--- config.mk ---
export PLATFORM = sky130hd
export DESIGN_NAME = jtag_byte_link
export DESIGN_NICKNAME = d
export VERILOG_FILES = /design/src/rtl/jbl_pkg.sv /design/src/rtl/jbl_shift.sv /design/src/rtl/jbl_fifo.sv /design/src/rtl/jbl_reader.sv /design/src/rtl/jbl_loader.sv /design/src/rtl/jtag_byte_link.sv
export SDC_FILE = /design/constraint.sdc
export NUM_CORES = 1
export LEC_CHECK = 0
export ABC_AREA = 0
export CAP_MARGIN = 25
export CORE_MARGIN = 2
export CORE_UTILIZATION = 40
export CTS_BUF_LIST = sky130_fd_sc_hd__clkbuf_8 sky130_fd_sc_hd__clkbuf_16
export DETAILED_ROUTE_END_ITERATION = 8
export DONT_BUFFER_PORTS = 1
export GPL_TIMING_DRIVEN = 0
export PLACE_DENSITY = 0.55
export SLEW_MARGIN = 20
export SYNTH_ARGS = -nofsm -noshare
export SYNTH_HDL_FRONTEND = slang
export SYNTH_HIERARCHICAL = 1
export SYNTH_SLANG_ARGS = --single-unit
--- constraint.sdc ---
create_clock -name clk -period 4.03 [get_ports clk]
set_input_delay 0.6045 -clock clk [delete_from_list [all_inputs] [get_ports clk]]
set_output_delay 0.6045 -clock clk [all_outputs]
set_load 0.05 [all_outputs]
--- src/rtl/jbl_pkg.sv ---
package jbl_pkg;
    localparam int WORD_W = 13;
    localparam int BYTE_W = 8;
    localparam int NONCE_BYTES = 4;

    typedef enum logic [1:0] {
        RD_B0 = 2'd0,
        RD_B1 = 2'd1,
        RD_B2 = 2'd2,
        RD_B3 = 2'd3
    } rd_state_e;

    typedef enum logic [1:0] {
        LD_IDLE = 2'd0,
        LD_FILL = 2'd1,
        LD_DONE = 2'd2
    } ld_state_e;

    // Thermometer position code: all ones for byte 0, one fewer each byte.
    function automatic logic [3:0] pos_code(input logic [1:0] idx);
        return 4'b1111 >> idx;
    endfunction
endpackage

--- src/rtl/jbl_shift.sv ---
module jbl_shift
    import jbl_pkg::*;
(
    input  logic              clk,
    input  logic              rst_n,
    input  logic              cap,
    input  logic              shift,
    input  logic [WORD_W-1:0] cap_word,
    input  logic              tdi,
    output logic [WORD_W-1:0] sr_q
);
    always_ff @(posedge clk or negedge rst_n) begin
        if (!rst_n) begin
            sr_q <= '0;
        end else if (cap) begin
            sr_q <= cap_word;
        end else if (shift) begin
            sr_q <= {tdi, sr_q[WORD_W-1:1]};
        end
    end
endmodule

--- src/rtl/jbl_fifo.sv ---
module jbl_fifo #(
    parameter int DEPTH = 4,
    parameter int W     = 32
) (
    input  logic                       clk,
    input  logic                       rst_n,
    input  logic                       push,
    input  logic [W-1:0]               push_data,
    input  logic                       pop,
    output logic [W-1:0]               head,
    output logic                       full,
    output logic                       empty,
    output logic [$clog2(DEPTH+1)-1:0] count
);
    localparam int PW = (DEPTH > 1) ? $clog2(DEPTH) : 1;
    localparam int CW = $clog2(DEPTH + 1);

    logic [W-1:0]  mem [DEPTH];
    logic [PW-1:0] wr_ptr;
    logic [PW-1:0] rd_ptr;

    function automatic logic [PW-1:0] bump(input logic [PW-1:0] p);
        return (int'(p) == DEPTH - 1) ? '0 : p + 1'b1;
    endfunction

    assign full  = (count == CW'(DEPTH));
    assign empty = (count == '0);
    assign head  = mem[rd_ptr];

    always_ff @(posedge clk or negedge rst_n) begin
        if (!rst_n) begin
            wr_ptr <= '0;
            rd_ptr <= '0;
            count  <= '0;
        end else begin
            if (push) wr_ptr <= bump(wr_ptr);
            if (pop)  rd_ptr <= bump(rd_ptr);
            if (push && !pop)      count <= count + 1'b1;
            else if (pop && !push) count <= count - 1'b1;
        end
    end

    generate
        for (genvar g = 0; g < DEPTH; g++) begin : g_slot
            always_ff @(posedge clk or negedge rst_n) begin
                if (!rst_n) begin
                    mem[g] <= '0;
                end else if (push && int'(wr_ptr) == g) begin
                    mem[g] <= push_data;
                end
            end
        end
    endgenerate
endmodule

--- src/rtl/jbl_reader.sv ---
module jbl_reader
    import jbl_pkg::*;
(
    input  logic                          clk,
    input  logic                          rst_n,
    input  logic                          cap,
    input  logic                          empty,
    input  logic [NONCE_BYTES*BYTE_W-1:0] head,
    output logic                          pop,
    output logic [WORD_W-1:0]             word,
    output logic [1:0]                    idx
);
    rd_state_e state_q, state_d;
    logic [BYTE_W-1:0] cur_byte;

    assign idx = state_q;
    assign cur_byte = head[BYTE_W*int'(state_q) +: BYTE_W];

    always_ff @(posedge clk or negedge rst_n) begin
        if (!rst_n) state_q <= RD_B0;
        else        state_q <= state_d;
    end

    always_comb begin
        state_d = state_q;
        pop     = 1'b0;
        word    = '0;
        if (cap && !empty) begin
            word = {1'b1, pos_code(state_q), cur_byte};
            unique case (state_q)
                RD_B0: state_d = RD_B1;
                RD_B1: state_d = RD_B2;
                RD_B2: state_d = RD_B3;
                RD_B3: begin
                    state_d = RD_B0;
                    pop     = 1'b1;
                end
            endcase
        end
    end
endmodule

--- src/rtl/jbl_loader.sv ---
module jbl_loader
    import jbl_pkg::*;
#(
    parameter int JOB_BYTES = 44
) (
    input  logic                        clk,
    input  logic                        rst_n,
    input  logic                        upd,
    input  logic [WORD_W-1:0]           wr_word,
    output logic [JOB_BYTES*BYTE_W-1:0] job_data,
    output logic                        job_valid
);
    localparam int JW = JOB_BYTES * BYTE_W;
    localparam int PW = $clog2(JOB_BYTES + 1);

    ld_state_e state_q, state_d;
    logic [PW-1:0] ptr_q, ptr_d;
    logic          store;
    logic [PW-1:0] store_idx;
    logic          fire;
    logic          is_start, is_cont;

    assign is_start = upd && !wr_word[BYTE_W];
    assign is_cont  = upd &&  wr_word[BYTE_W];

    always_ff @(posedge clk or negedge rst_n) begin
        if (!rst_n) state_q <= LD_IDLE;
        else        state_q <= state_d;
    end

    always_comb begin
        state_d   = state_q;
        ptr_d     = ptr_q;
        store     = 1'b0;
        store_idx = ptr_q;
        fire      = 1'b0;
        if (is_start) begin
            state_d   = LD_FILL;
            store     = 1'b1;
            store_idx = '0;
            ptr_d     = PW'(1);
        end else if (is_cont) begin
            unique case (state_q)
                LD_IDLE: ;
                LD_FILL: begin
                    store = 1'b1;
                    ptr_d = ptr_q + 1'b1;
                    if (ptr_q == PW'(JOB_BYTES - 1)) begin
                        state_d = LD_DONE;
                        fire    = 1'b1;
                    end
                end
                LD_DONE: ;
                default: ;
            endcase
        end
    end

    always_ff @(posedge clk or negedge rst_n) begin
        if (!rst_n) begin
            ptr_q     <= '0;
            job_data  <= '0;
            job_valid <= 1'b0;
        end else begin
            ptr_q     <= ptr_d;
            job_valid <= fire;
            if (store) begin
                job_data[(JW - BYTE_W) - BYTE_W*int'(store_idx) +: BYTE_W] <= wr_word[BYTE_W-1:0];
            end
        end
    end
endmodule

--- src/rtl/jtag_byte_link.sv ---
module jtag_byte_link
    import jbl_pkg::*;
#(
    parameter int QDEPTH    = 4,
    parameter int JOB_BYTES = 44
) (
    input  logic                        clk,
    input  logic                        rst_n,
    input  logic                        sel,
    input  logic                        cap,
    input  logic                        shift,
    input  logic                        upd,
    input  logic                        tdi,
    output logic                        tdo,
    input  logic                        push_valid,
    input  logic [31:0]                 push_nonce,
    output logic                        push_ready,
    output logic [JOB_BYTES*8-1:0]      job_data,
    output logic                        job_valid
);
    localparam int NW = NONCE_BYTES * BYTE_W;
    localparam int CW = $clog2(QDEPTH + 1);

    logic              cap_g, shift_g, upd_g;
    logic [WORD_W-1:0] sr_q;
    logic [WORD_W-1:0] rd_word;
    logic              q_pop, q_full, q_empty;
    logic [NW-1:0]     q_head;
    logic [CW-1:0]     q_count;
    logic [1:0]        rd_idx;

    assign cap_g   = sel && cap;
    assign shift_g = sel && shift;
    assign upd_g   = sel && upd;
    assign tdo        = sr_q[0];
    assign push_ready = !q_full;

    jbl_shift u_shift (
        .clk      (clk),
        .rst_n    (rst_n),
        .cap      (cap_g),
        .shift    (shift_g),
        .cap_word (rd_word),
        .tdi      (tdi),
        .sr_q     (sr_q)
    );

    jbl_fifo #(.DEPTH(QDEPTH), .W(NW)) u_fifo (
        .clk       (clk),
        .rst_n     (rst_n),
        .push      (push_valid && !q_full),
        .push_data (push_nonce),
        .pop       (q_pop),
        .head      (q_head),
        .full      (q_full),
        .empty     (q_empty),
        .count     (q_count)
    );

    jbl_reader u_reader (
        .clk   (clk),
        .rst_n (rst_n),
        .cap   (cap_g),
        .empty (q_empty),
        .head  (q_head),
        .pop   (q_pop),
        .word  (rd_word),
        .idx   (rd_idx)
    );

    jbl_loader #(.JOB_BYTES(JOB_BYTES)) u_loader (
        .clk       (clk),
        .rst_n     (rst_n),
        .upd       (upd_g),
        .wr_word   (sr_q),
        .job_data  (job_data),
        .job_valid (job_valid)
    );
endmodule

# Word-level counts from Yosys, hierarchy flattened
# Index checks and enable logic that the tools add are counted.
# totals
word_cells	93
reg_bits	511
out_inout_bits	355
in_bits	40
# classes
bitwise	1
magnitude_cmp	1
mux	29
n_reduce_logical	28
n_eq_ne	10
shifts	4
n_addsub	7
# op_table
op	count
352-bit bitwise mux	1
8-bit by 33-bit variable shift with 352-bit output, first input constant	1
8-bit by 33-bit indexed part select with 352-bit output	1
32-bit binary-select mux with 2-bit select	1
32-bit two-way mux	2
13-bit two-way mux	3
32-bit negation with 33-bit output	1
32-bit by 6-bit indexed part select with 8-bit output	1
6-bit two-way mux	4
1-bit logical AND	13
2-bit two-way mux	6
2-bit nonzero test	5
9-bit by 9-bit subtractor with 10-bit output, first input constant	1
1-bit two-way mux	9
2-bit by 1-bit == test with 1-bit output, second input constant	4
2-bit == test, second input constant	4
2-bit case mux with 4 select lines	1
6-bit by 1-bit adder with 6-bit output, second input constant	1
6-bit == test, second input constant	1
3-bit two-way mux	2
1-bit zero test	5
2-bit by 1-bit adder with 2-bit output, second input constant	2
2-bit zero test	2
4-bit by 2-bit right shift with 4-bit output, first input constant	1
8 further kinds	8

# Depth between registers and ports, before layout
# depth
word_depth	7
mapped_depth	20
ltp_nobuf	15

# Hierarchy
# Netlist, hierarchy kept.
# by_module_without_submodules
mod	instances	cells_per_inst	seq_area_each_um2	area_per_inst_um2
jbl_loader	1	1273	9033.7	15952.8
jbl_fifo	1	345	3378.2	5911.9
jbl_shift	1	56	325.3	610.6
jbl_reader	1	47	50.0	422.9
jtag_byte_link	1	5	0.0	28.8

# Worst setup path before layout
# Ideal clock, no wire load.
# synth_timing
path_kind	input -> register
startpoint	input port upd
endpoint	register u_loader.job_data[152]
arrival_time_ns	4.598
path_stages	20
required_ns	3.905
setup_ns	0.125
path_buffers	5
slack_ns	-0.692
path_cell_list	and2_1 nor2b_2 buf_2 nor2_1 ha_1 and4b_1 and3_1 buf_2 nand2_1 inv_1 ha_1 buf_4 and4b_1 nand4_1 o2bb2a_1 clkbuf_1 buf_4 nand3_2 nor2_4 mux2_2
# synth_via
elab_chain_cells	7
word_cells_on_any_way	11
classes_between	add/sub (2); shift (2); mux (4); reduce/logical (3)
# synth_lines
item	line_no	text
from (decl)	jtag_byte_link.sv:12	input logic upd,
1-bit logical AND *	jtag_byte_link.sv:34	assign upd_g = sel && upd;
1-bit logical AND	jbl_loader.sv:23	assign is_start = upd && !wr_word[BYTE_W];
6-bit two-way mux	jbl_loader.sv:37	if (is_start) begin
9-bit by 9-bit subtractor with 10-bit output	jbl_loader.sv:68	job_data[(JW - BYTE_W) - BYTE_W*int'(store_idx) +: BYTE_W] <= wr_word[BYTE_W-1:0];
32-bit negation with 33-bit output	jbl_loader.sv:68	
8-bit by 33-bit indexed part select with 352-bit output / 8-bit by 33-bit variable shift with 352-bit output (equally long branches)	jbl_loader.sv:68	
352-bit bitwise mux	jbl_loader.sv:68	
to (signal, indexed assignment)	jbl_loader.sv:68	
to (decl)	jbl_loader.sv:10	output logic [JOB_BYTES*BYTE_W-1:0] job_data,
# Every way passes the cells marked *; elsewhere a longest branch is shown, timed or not.
# A chain may end at the register's enable or synchronous reset.

# Worst setup path in the final report
# layout_timing
startpoint	register u_shift.sr_q[8]
endpoint	register u_loader.job_data[207]
# layout_via
elab_chain_cells	7
word_cells_on_any_way	11
classes_between	add/sub (2); shift (2); mux (4); reduce/logical (3)
# layout_lines
item	line_no	text
from (decl)	jbl_shift.sv:10	output logic [WORD_W-1:0] sr_q
from (signal assigned)	jbl_shift.sv:16	sr_q <= cap_word;
from (signal assigned)	jbl_shift.sv:18	sr_q <= {tdi, sr_q[WORD_W-1:1]};
1-bit zero test	jbl_loader.sv:23	
1-bit logical AND	jbl_loader.sv:23	
6-bit two-way mux	jbl_loader.sv:37	
9-bit by 9-bit subtractor with 10-bit output	jbl_loader.sv:68	
32-bit negation with 33-bit output	jbl_loader.sv:68	
8-bit by 33-bit indexed part select with 352-bit output / 8-bit by 33-bit variable shift with 352-bit output (equally long branches)	jbl_loader.sv:68	
352-bit bitwise mux	jbl_loader.sv:68	
# Parallel ways exist; a longest one is shown, timed or not.

==> run metrics <==
vias in the first global route=14,700; reg-to-reg slack, setup=between 0.1 and 0.15 ns; area occupied by multi-input gates=between 9000 and 10,000 µm²; Max Clock Skew=0.0315 ns; VDD IR max=0.415 mV; synthesized area=approximately 23,000 µm²; post-synthesis mux area share=25.9%; post-route design area=26,800 µm²; clock sink total=around 510; Synth Flop Type=dfrtp_1; Core Rows=a little under 90; met3 GRT Util=roughly 5.7%; H-tree depth=2; Die Y=243 µm; Mapped Cells=1,726; Synth Area in Compound Gates=between 4 and 5%; met2 usage in global routing=37.4%; asr flop ratio synth=between 90% and 100%; Crit path max-delay family=simple AND/OR/NAND/NOR gates; HPWL after detailed placement=46,300 µm; # diodes=0; Max Slew Vio Count=between 400 and 500; Total Nets Final=around 1,900; WL final=roughly 65,000 µm; overall power=between 15 and 20 mW; first-pass GRT wire length=96,800 µm; # fillers=approximately 5,000; origin of the critical flop-to-flop path=u_shift/sr_q[8]$_DFFE_PN0P_; r2r endpoint=u_loader/job_data[207]$_DFFE_PN0P_; TritonCTS clock tree=done; Crit-path slowest cell=dfrtp_2; Critical Path Source=u_shift/sr_q[8]$_DFFE_PN0P_; Worst slew margin=-93.0%; main combinational cell family by area after synthesis=multiplexers; Skew-Pair Late Insertion Delay=0.62 ns; Final ANT Viol Nets=0; fin crit share=97.2%; FF-to-FF path depth=19; synth warn=6; Via density=between 5 and 6; share of cells above drive strength 1=38.9%; Startpoint Class=flop; final worst slack=approximately 0.11 ns; WL per Instance=between 20 and 25 µm; PwrDens=between 600 and 700 nW/µm²; crit path DAT=around 4.4 ns; Seq cells post-synth=a little over 500; total grt overflow=0; Worst path depth=19; hold crit path type=primary input to asynchronous set/reset pin; utilization after layout=roughly 47%; largest net degree at the start of global routing=a little over 500; core region area=about 56,000 µm²; Vias=~14,000; Initial Util=about two fifths; Buf+Inv Stages, Crit Path=6; GRT Total Usage=21.5%; Setup CP Type=flop to flop; DRC Markers=0; Layout area overhead=16.9%; Crit Path Max Fanout=8; DRT iter0 DRCs=about 850; met1 usage=roughly 26%; unrepaired setup endpoints after global routing=true; Inst Count DP=2,482; port bufs=0; Worst Path Required=around 4.5 ns; EDFF count, synth=0; Critical Path Sink Type=flop; max_cap viols=0; drt pass-1 iters=5; CTS root buf=clkbuf_16; Simple-Gate Fraction of Synth Area=roughly a tenth; Place WS=-0.775 ns; num ports=about 400; final period demand of the worst path=~3.9 ns; Max Clock Freq=roughly 260 MHz; setup violators final=0; crit path cell chain=nor2b_4 -> buf_8 -> nor2_4 -> ha_4 -> and4b_1 -> and3_1 -> buf_6 -> nand2_2 -> inv_2 -> ha_1 -> buf_6 -> and4b_1 -> nand4_1 -> a211oi_4 -> buf_4 -> nand3_4 -> nor2_4 -> buf_12 -> mux2_2; TNS Setup=0 ns; Most Crowded Layer GR=met2; Synth Net Count=around 1,800; Clock transition at path regs=approximately 0.060 ns; initial antenna violation count=1; GPL Wtd Cong=roughly 0.81; area share of xor/xnor cells in the synthesized design=less than 1%; Die X-Extent=~240 µm; Seq. cell area=12,800 µm²; Critical Path Sink=u_loader/job_data[207]$_DFFE_PN0P_; full die area=between 50,000 and 60,000 µm²; Pleak=around 12 nW; outcome=finished with violations; Synth Area in Adders=under 10%; Inserted Clock Buffers=57; Netlist cell types=75; final hold vios=87; failing checks=hold timing, slew limit; Clock Tree Buf Depth=3; register area share after synthesis=between 50% and 60%; Avg Synthesized Cell Area=roughly 13 µm²; hold_ws=-0.311 ns; Tightest Pin Transition=slightly below 3 ns; crit-path max cell delay=0.44 ns; Post-Place Cell Area=about 24,000 µm²; Cell Count, Final, Fillers Out=between 2,000 and 3,000
[cell usage after synthesis, drive strengths merged, types with 2 or more instances]
master	n	area, µm²
or2	2	12.5
nor2b	4	27.5
or3	2	12.5
inv	17	63.8
and4b	2	20.0
o22ai	9	56.3
a21boi	3	26.3
ha	21	263
mux4	32	721
clkbuf	42	158
nor3b	3	27.5
xnor2	5	58.8
and3	5	31.3
a211oi	5	60.1
nand2	121	454
nand3	15	118
buf	54	394
nand4	23	382
and2	9	56.3
nor4	3	31.3
mux2i	32	324
nor3	9	50.1
nor2	194	793
dfrtp	511	12800
a21o	2	15.0
nand2b	10	70.1
mux2	435	4900
nand4b	4	86.3
xor2	3	26.3
or3b	2	20.0
a21oi	8	58.8
o31ai	25	188
o21ai	100	500
nor4bb	2	20.0
[sequential cells by signal, summed over array words and instances (netlist names)]
| name | cells |
|---|---|
| u_fifo/count | 3 |
| u_fifo/mem | 128 |
| u_fifo/rd_ptr | 2 |
| u_fifo/wr_ptr | 2 |
| u_loader/job_data | 352 |
| u_loader/job_valid | 1 |
| u_loader/ptr_q | 6 |
| u_loader/state_q | 2 |
| u_reader/idx | 2 |
| u_shift/sr_q | 13 |
[final cells by class]
| type | count | share of cell area [%] |
|---|---|---|
| Tap cell | 756 | 3.53 |
| Sequential cell | 511 | 47.7 |
| Timing Repair Buffer | 31 | 1.30 |
| Inverter | 17 | 0.238 |
| Clock buffer | 71 | 6.04 |
| Buffer | 96 | 2.37 |
| Multi-Input combinational cell | 1102 | 37.0 |
| Clock inverter | 36 | 1.83 |
[cells by family (layout without fill, tap and decap cells)]
family                   after synthesis  in the layout
flip-flops                           511            511
multiplexers                         499            499
AND/OR/NAND/NOR                      414            414
AO/OA/AOI/OAI                        159            159
buffers and inverters                113            251
adder cells (fa/ha/maj)               22             22
XOR/XNOR                               8              8
[repair_timing]
| item | CTS | global route |
|---|---|---|
| endpoints found under the setup margin | 289 | 306 |
| hold endpoints to repair | 511 | 511 |
| setup buffers | 11 | 20 |
| resized for setup | 12 | 33 |
| pin swaps | 9 | 14 |
[per-layer routing]
metal,routed length (µm),vias to the layer above
met2,32900,393
met3,4170,96
li1,-,6297
met4,2120,2
met1,25600,7410
met5,12,-
[worst register-to-register path: stages, from the launching register on]
cell and delay (ns):
dfrtp_2 0.44, nor2b_4 0.14, buf_8 0.13, nor2_4 0.04
ha_4 0.27, and4b_1 0.22, and3_1 0.18, buf_6 0.12
nand2_2 0.07, inv_2 0.07, ha_1 0.23, buf_6 0.14
and4b_1 0.23, nand4_1 0.18, a211oi_4 0.36, buf_4 0.18
nand3_4 0.14, nor2_4 0.18, buf_12 0.15, mux2_2 0.34
[worst min-delay path by stage]
stage / slack [ns] / endpoint / startpoint / depth (start not counted)
floorplan: 0.31 / u_fifo/count[0]$_DFFE_PN0P_ / rst_n / 0
global placement: 0.32 / u_loader/job_data[213]$_DFFE_PN0P_ / rst_n / 0
detailed placement: 0.32 / u_loader/job_data[213]$_DFFE_PN0P_ / rst_n / 0
CTS: -0.35 / u_loader/job_data[36]$_DFFE_PN0P_ / rst_n / 0
global route: -0.35 / u_loader/job_data[213]$_DFFE_PN0P_ / rst_n / 0
finish: -0.31 / u_loader/job_data[213]$_DFFE_PN0P_ / rst_n / 0
[power breakdown]
group          switching [mW]  internal, mW  leakage [nW]
Sequential              0.685          5.95          6.83
Clock                    2.15          3.60          1.08
Combinational            2.67          2.09          4.21
[layout by cell type, fill, tap and decap left out, drive strengths merged, types with 4 or more instances in the layout]
cell    count
nand4      23
nand4b      4
nor2b       4
dfrtp     511
mux2i      32
clkbuf    113
o31ai      25
clkinv     10
nor2      194
a211oi      5
o21ai     100
buf        85
nor3        9
ha         21
inv        30
bufinv     12
a21oi       8
and3        5
and2        9
nand2b     10
mux2      435
o22ai       9
nand2     121
mux4       32
nand3      15
xnor2       5
No activity file was read; power rests on OpenSTA's default activity.
